`config.mk`:
```
export PLATFORM = sky130hd
export DESIGN_NAME = page_perm_check
export DESIGN_NICKNAME = d
export VERILOG_FILES = /design/src/rtl/ppc_pkg.sv /design/src/rtl/ppc_base_rights.sv /design/src/rtl/ppc_key_rights.sv /design/src/rtl/ppc_decide.sv /design/src/rtl/page_perm_check.sv
export SDC_FILE = /design/constraint.sdc
export NUM_CORES = 1
export LEC_CHECK = 0
export ABC_AREA = 1
export ABC_CLOCK_PERIOD_IN_PS = 1100
export BUFFER_PORTS_ARGS = -buffer_cell sky130_fd_sc_hd__buf_2
export CORE_MARGIN = 2
export CORE_UTILIZATION = 37
export CTS_CLUSTER_SIZE = 20
export DETAILED_ROUTE_END_ITERATION = 10
export GPL_TIMING_DRIVEN = 0
export PLACE_DENSITY = 0.79
export SLEW_MARGIN = 30
export SYNTH_ARGS = -nofsm -noshare
export SYNTH_HDL_FRONTEND = slang
export SYNTH_SLANG_ARGS = --single-unit
```
`constraint.sdc`:
```
create_clock -name clk -period 1.1 [get_ports clk]
set_input_delay 0.055 -clock clk [delete_from_list [all_inputs] [get_ports clk]]
set_output_delay 0.055 -clock clk [all_outputs]
set_load 0.02 [all_outputs]
```
`src/rtl/ppc_pkg.sv`:
```
package ppc_pkg;
  typedef enum logic [1:0] {
    ACC_READ  = 2'd0,
    ACC_WRITE = 2'd1,
    ACC_FETCH = 2'd2,
    ACC_RSVD  = 2'd3
  } acc_kind_e;

  // rights vector positions; order matches the access-kind encoding
  localparam int RT_RD = 0;
  localparam int RT_WR = 1;
  localparam int RT_EX = 2;

  typedef logic [2:0] rights_t;
endpackage

```
`src/rtl/ppc_base_rights.sv`:
```
module ppc_base_rights
  import ppc_pkg::*;
(
  input  logic    pg_user,
  input  logic    pg_write,
  input  logic    pg_noexec,
  input  logic    acc_from_user,
  input  logic    ctl_wp,
  input  logic    ctl_smep,
  output rights_t base
);
  logic user_block;

  always_comb begin
    user_block  = acc_from_user & ~pg_user;
    base[RT_RD] = 1'b1;
    base[RT_WR] = pg_write | (~acc_from_user & ~ctl_wp);
    base[RT_EX] = ~pg_noexec & (acc_from_user | ~(ctl_smep & pg_user));
    if (user_block) base = '0;
  end
endmodule

```
`src/rtl/ppc_key_rights.sv`:
```
module ppc_key_rights
  import ppc_pkg::*;
#(
  parameter int KEY_BITS = 4,
  localparam int NUM_KEYS = 1 << KEY_BITS,
  localparam int RIGHTS_W = 2 * NUM_KEYS
) (
  input  logic [KEY_BITS-1:0] pg_key,
  input  logic [RIGHTS_W-1:0] key_rights,
  input  logic                pg_user,
  input  logic                acc_from_user,
  input  logic                ctl_wp,
  input  logic                ctl_key_en,
  input  logic                ctl_long,
  output rights_t             key_mask
);
  logic [NUM_KEYS-1:0] acc_dis;
  logic [NUM_KEYS-1:0] wr_dis;
  logic                active;

  for (genvar k = 0; k < NUM_KEYS; k++) begin : g_key
    assign acc_dis[k] = key_rights[2*k];
    assign wr_dis[k]  = key_rights[2*k+1];
  end

  always_comb begin
    active   = ctl_key_en & ctl_long & pg_user & (|key_rights);
    key_mask = '1;
    if (active) begin
      if (acc_dis[pg_key]) begin
        key_mask[RT_RD] = 1'b0;
        key_mask[RT_WR] = 1'b0;
      end else if (wr_dis[pg_key] && (acc_from_user || ctl_wp)) begin
        key_mask[RT_WR] = 1'b0;
      end
    end
  end
endmodule

```
`src/rtl/ppc_decide.sv`:
```
module ppc_decide
  import ppc_pkg::*;
(
  input  rights_t    base,
  input  rights_t    key_mask,
  input  logic [1:0] acc_kind,
  output rights_t    rights,
  output logic       fault,
  output logic       key_fault
);
  logic granted;
  logic base_ok;

  always_comb begin
    rights = base & key_mask;
    unique case (acc_kind_e'(acc_kind))
      ACC_READ:  begin granted = rights[RT_RD]; base_ok = base[RT_RD]; end
      ACC_WRITE: begin granted = rights[RT_WR]; base_ok = base[RT_WR]; end
      ACC_FETCH: begin granted = rights[RT_EX]; base_ok = base[RT_EX]; end
      default:   begin granted = 1'b0;          base_ok = 1'b0;          end
    endcase
    fault     = ~granted;
    key_fault = base_ok & ~granted;
  end
endmodule

```
`src/rtl/page_perm_check.sv`:
```
module page_perm_check
  import ppc_pkg::*;
#(
  parameter int KEY_BITS = 4,
  localparam int RIGHTS_W = 2 * (1 << KEY_BITS)
) (
  input  logic                clk,
  input  logic                rst,
  input  logic                in_valid,
  input  logic                pg_user,
  input  logic                pg_write,
  input  logic                pg_noexec,
  input  logic [KEY_BITS-1:0] pg_key,
  input  logic [1:0]          acc_kind,
  input  logic                acc_from_user,
  input  logic                ctl_wp,
  input  logic                ctl_smep,
  input  logic                ctl_key_en,
  input  logic                ctl_long,
  input  logic [RIGHTS_W-1:0] key_rights,
  output logic                out_valid,
  output logic                allow_rd,
  output logic                allow_wr,
  output logic                allow_ex,
  output logic                fault,
  output logic                key_fault
);
  rights_t base, key_mask, rights_c;
  logic    fault_c, key_fault_c;

  ppc_base_rights i_base (
    .pg_user(pg_user), .pg_write(pg_write), .pg_noexec(pg_noexec),
    .acc_from_user(acc_from_user), .ctl_wp(ctl_wp), .ctl_smep(ctl_smep),
    .base(base)
  );

  ppc_key_rights #(.KEY_BITS(KEY_BITS)) i_key (
    .pg_key(pg_key), .key_rights(key_rights), .pg_user(pg_user),
    .acc_from_user(acc_from_user), .ctl_wp(ctl_wp),
    .ctl_key_en(ctl_key_en), .ctl_long(ctl_long), .key_mask(key_mask)
  );

  ppc_decide i_decide (
    .base(base), .key_mask(key_mask), .acc_kind(acc_kind),
    .rights(rights_c), .fault(fault_c), .key_fault(key_fault_c)
  );

  always_ff @(posedge clk) begin
    if (rst) begin
      out_valid <= 1'b0;
      allow_rd  <= 1'b0;
      allow_wr  <= 1'b0;
      allow_ex  <= 1'b0;
      fault     <= 1'b0;
      key_fault <= 1'b0;
    end else begin
      out_valid <= in_valid;
      if (in_valid) begin
        allow_rd  <= rights_c[RT_RD];
        allow_wr  <= rights_c[RT_WR];
        allow_ex  <= rights_c[RT_EX];
        fault     <= fault_c;
        key_fault <= key_fault_c;
      end
    end
  end
endmodule

```
==> results.md <==
* Fin crit period at between 1 and 1.5 ns
* Met2 Use GR at 0.3114
* Final period utilization at 0.9866
* Highest clock rate at 0.9214 GHz
* I/O pins at 55
* Final setup viols at 0
* Tot Pwr at around 0.9 mW
* Inst Count DP at between 200 and 250
* CTS tree: done
* Setup Crit Path Kind: in2reg
* Worst hold stages at 4
* Antenna violations before repair at 0
* DR vias at between 1,000 and 1,500
* Status: completed
* PwrDens at ~650 mW/mm²
* Fin cells at roughly 250
* Largest net degree at the start of global routing at 11
* HPWL after DPL at between 1500 and 2000 µm
* DIE HEIGHT at slightly above 50 µm
* Ys Warns at 0
* Worst EP arrival at ~1.3 ns
* Syn nets at 211
* LEAKAGE at about 0.75 nW
* Layout area overhead at 74.73%
* Maximum vdd drop at ~570 µV
* Top cell type by total area after synthesis: nand2_1
* Yosys reg bits at 6
* CTS sink count at 6
* Rows at 16
* Worst-Skew Late Latency at approximately 0.25 ns
* GRT busiest layer: met2
* Worst-margin pin slew at between 0.3 and 0.4 ns
* Clock power share at 0.224
* Slew Viols, Final at 0
* DIE WIDTH at approximately 50 µm
* Core area at 0.002002 mm²
* Post-DRT Antenna Nets at 0
* Max_slew headroom at 0.7972
* Final instance area at about 0.0014 mm²
* DRC at 0
* DIE AREA at about 0.0026 mm²
* Yosys cell types at 18
* Sequential Power Share at 0.263
* Vias per Instance at 4.773
* H-tree levels at 1
* Gr usage total at 0.1854
* Yosys top cell area share at 0.2761
* Avg Synthesized Cell Area at approximately 5.0 µm²
* Setup TNS at 0 ns
* Initial Util at 0.4006
* Antenna diodes at 0
* Reg2Reg Depth at 2
* Placed instance area at 0.001111 mm²
* Max_cap viols at 0
* Total CTS buffers at 3
* Vias in the first global route at roughly 970
* TritonRoute pass-1 iters at 4
* Net Switching at ~0.33 mW
* Register area share after synthesis at 0.1498
* First-pass GRT wire length at 3691 µm
* Internal at 0.5787 mW
* Hold slack final at about 0.11 ns
* Area contributors post-synth: nand2_1, nor2_1, dfxtp_1
* Crit start category: primary input
* CTS root buffer: clkbuf_4
* M3 GR Usage at 0.05952
* DRT Wirelength at between 2000 and 3000 µm
* Clk pin slew, worst setup/hold paths at 0.04 ns
* Clock Tree Buf Depth at 2
* Setup crit end kind: register
* Placer Congestion at a little over 0.8
* Fin util at 0.7000
* DP Worst Slack at -0.1780 ns
* Final Hold Vio Count at 0
* Final WS setup at between 0.01 and 0.015 ns
* Unrepaired setup endpoints after global routing: true
* Critical Path Fanout Max at 7
* Starting DRT DRC Count at 34
* Share of layout cells above drive strength 1 at 0.4688
* Worst Path Required at approximately 1.3 ns
* Port buffer count at between 50 and 60
* Synth Instances at between 150 and 200
* Area of the mapped netlist at between 800 and 900 µm²
* Skew final at 0 ns
* GR Overflow Total at 0
* Logic pwr share at 0.513
* Drt wl/cell at between 10 and 15 µm
* Met1 Usage GRT at 0.2305
* Hold Path Class: in2reg
* Net Sw Frac at 0.3634
* # nets final at 275
==> area by class of cell <==
class                      count  area, µm²
multi-input combinational    135      701.9
fill                         180      600.6
timing repair buffer          59      389.1
sequential                     6      120.1
inverter                      17      78.83
buffer                         4      55.05
tap                           27      33.78
clock buffer                   3      22.52
==> layout by cell type (no fill, tap or decap) <==
cell type	netlist	layout
clkinv_8	0	1
o21ai_0	8	4
nand2_4	0	1
nand3_1	19	9
buf_8	0	2
nor2_2	0	7
nor2_1	34	26
inv_1	15	15
nor3_1	3	3
nand2_1	59	47
nor2_4	0	1
inv_4	1	1
a21oi_1	5	3
o21ai_1	0	3
o21ai_2	0	1
nand4_1	1	1
nand2_2	2	13
buf_4	1	4
a311o_1	1	1
clkbuf_16	0	3
buf_6	2	3
dfxtp_1	6	6
a21oi_2	2	4
buf_12	0	1
dlygate4sd3_1	0	1
clkbuf_4	0	3
buf_2	1	49
nand3_2	1	11
==> worst max-delay path, stage by stage <==
cell and delay, ns:
buf_12 0.12, clkinv_8 0.06, clkbuf_16 0.14, nand2_2 0.04, nand2_1 0.04, nand2_1 0.05
nand3_1 0.08, nand3_1 0.08, nand2_1 0.08, nand2_1 0.08, nand4_1 0.09, nand2_1 0.07
nand2_2 0.08, nand3_2 0.06, a21oi_2 0.12
==> sequential cells by signal, indices dropped and copies added, names as in the netlist <==
signal / flops
allow_ex: 1
allow_rd: 1
allow_wr: 1
fault: 1
key_fault: 1
out_valid: 1
==> cells in the mapped netlist <==
cell type	n
a21oi_1	5
a21oi_2	2
a311o_1	1
buf_2	1
buf_4	1
buf_6	2
dfxtp_1	6
inv_1	15
inv_2	1
inv_4	1
nand2_1	59
nand2_2	2
nand3_1	19
nand3_2	1
nand4_1	1
nor2_1	34
nor3_1	3
o21ai_0	8
==> power groups by stage <==
stage / Clock (mW) / Sequential (mW) / Combinational [mW]
detailed placement: 0 / 0.243 / 0.355
floorplan: 0 / 0.262 / 0.188
global placement: 0 / 0.243 / 0.353
CTS: 0.210 / 0.239 / 0.357
global route: 0.238 / 0.241 / 0.515
finish: 0.203 / 0.239 / 0.467
==> worst paths after layout <==
| path | end | slack (ns) | from |
|---|---|---|---|
| max | key_fault | 0.01 | pg_key[0] |
| min | allow_ex | 0.11 | pg_noexec |
| max reg2reg | allow_wr | 0.48 | allow_wr |
| min reg2reg | key_fault | 0.46 | key_fault |
==> kinds of logic (layout without fill, tap and decap cells) <==
logic type             after synthesis  count (layout)  synth area share
AO/OA/AOI/OAI                       16              16            0.1154
AND/OR/NAND/NOR                    119             119            0.6084
flip-flops                           6               6            0.1498
buffers and inverters               21              83            0.1264
==> layer usage <==
| layer | vias to the layer above | part of all wire |
|---|---|---|
| met2 | 54 | 0.46 |
| met5 | - | 0 |
| li1 | 643 | - |
| met4 | 0 | 0.0090 |
| met1 | 496 | 0.46 |
| met3 | 5 | 0.076 |
==> repair_timing <==
| item | CTS | global route |
|---|---|---|
| endpoints found under the hold margin | 0 | 1 |
| endpoints found under the setup margin | 0 | 2 |
| resized for setup | 0 | 49 |
| hold buffers | 0 | 1 |
| setup buffers | 0 | 3 |
Note: power is estimated with default switching activity, not from simulation.
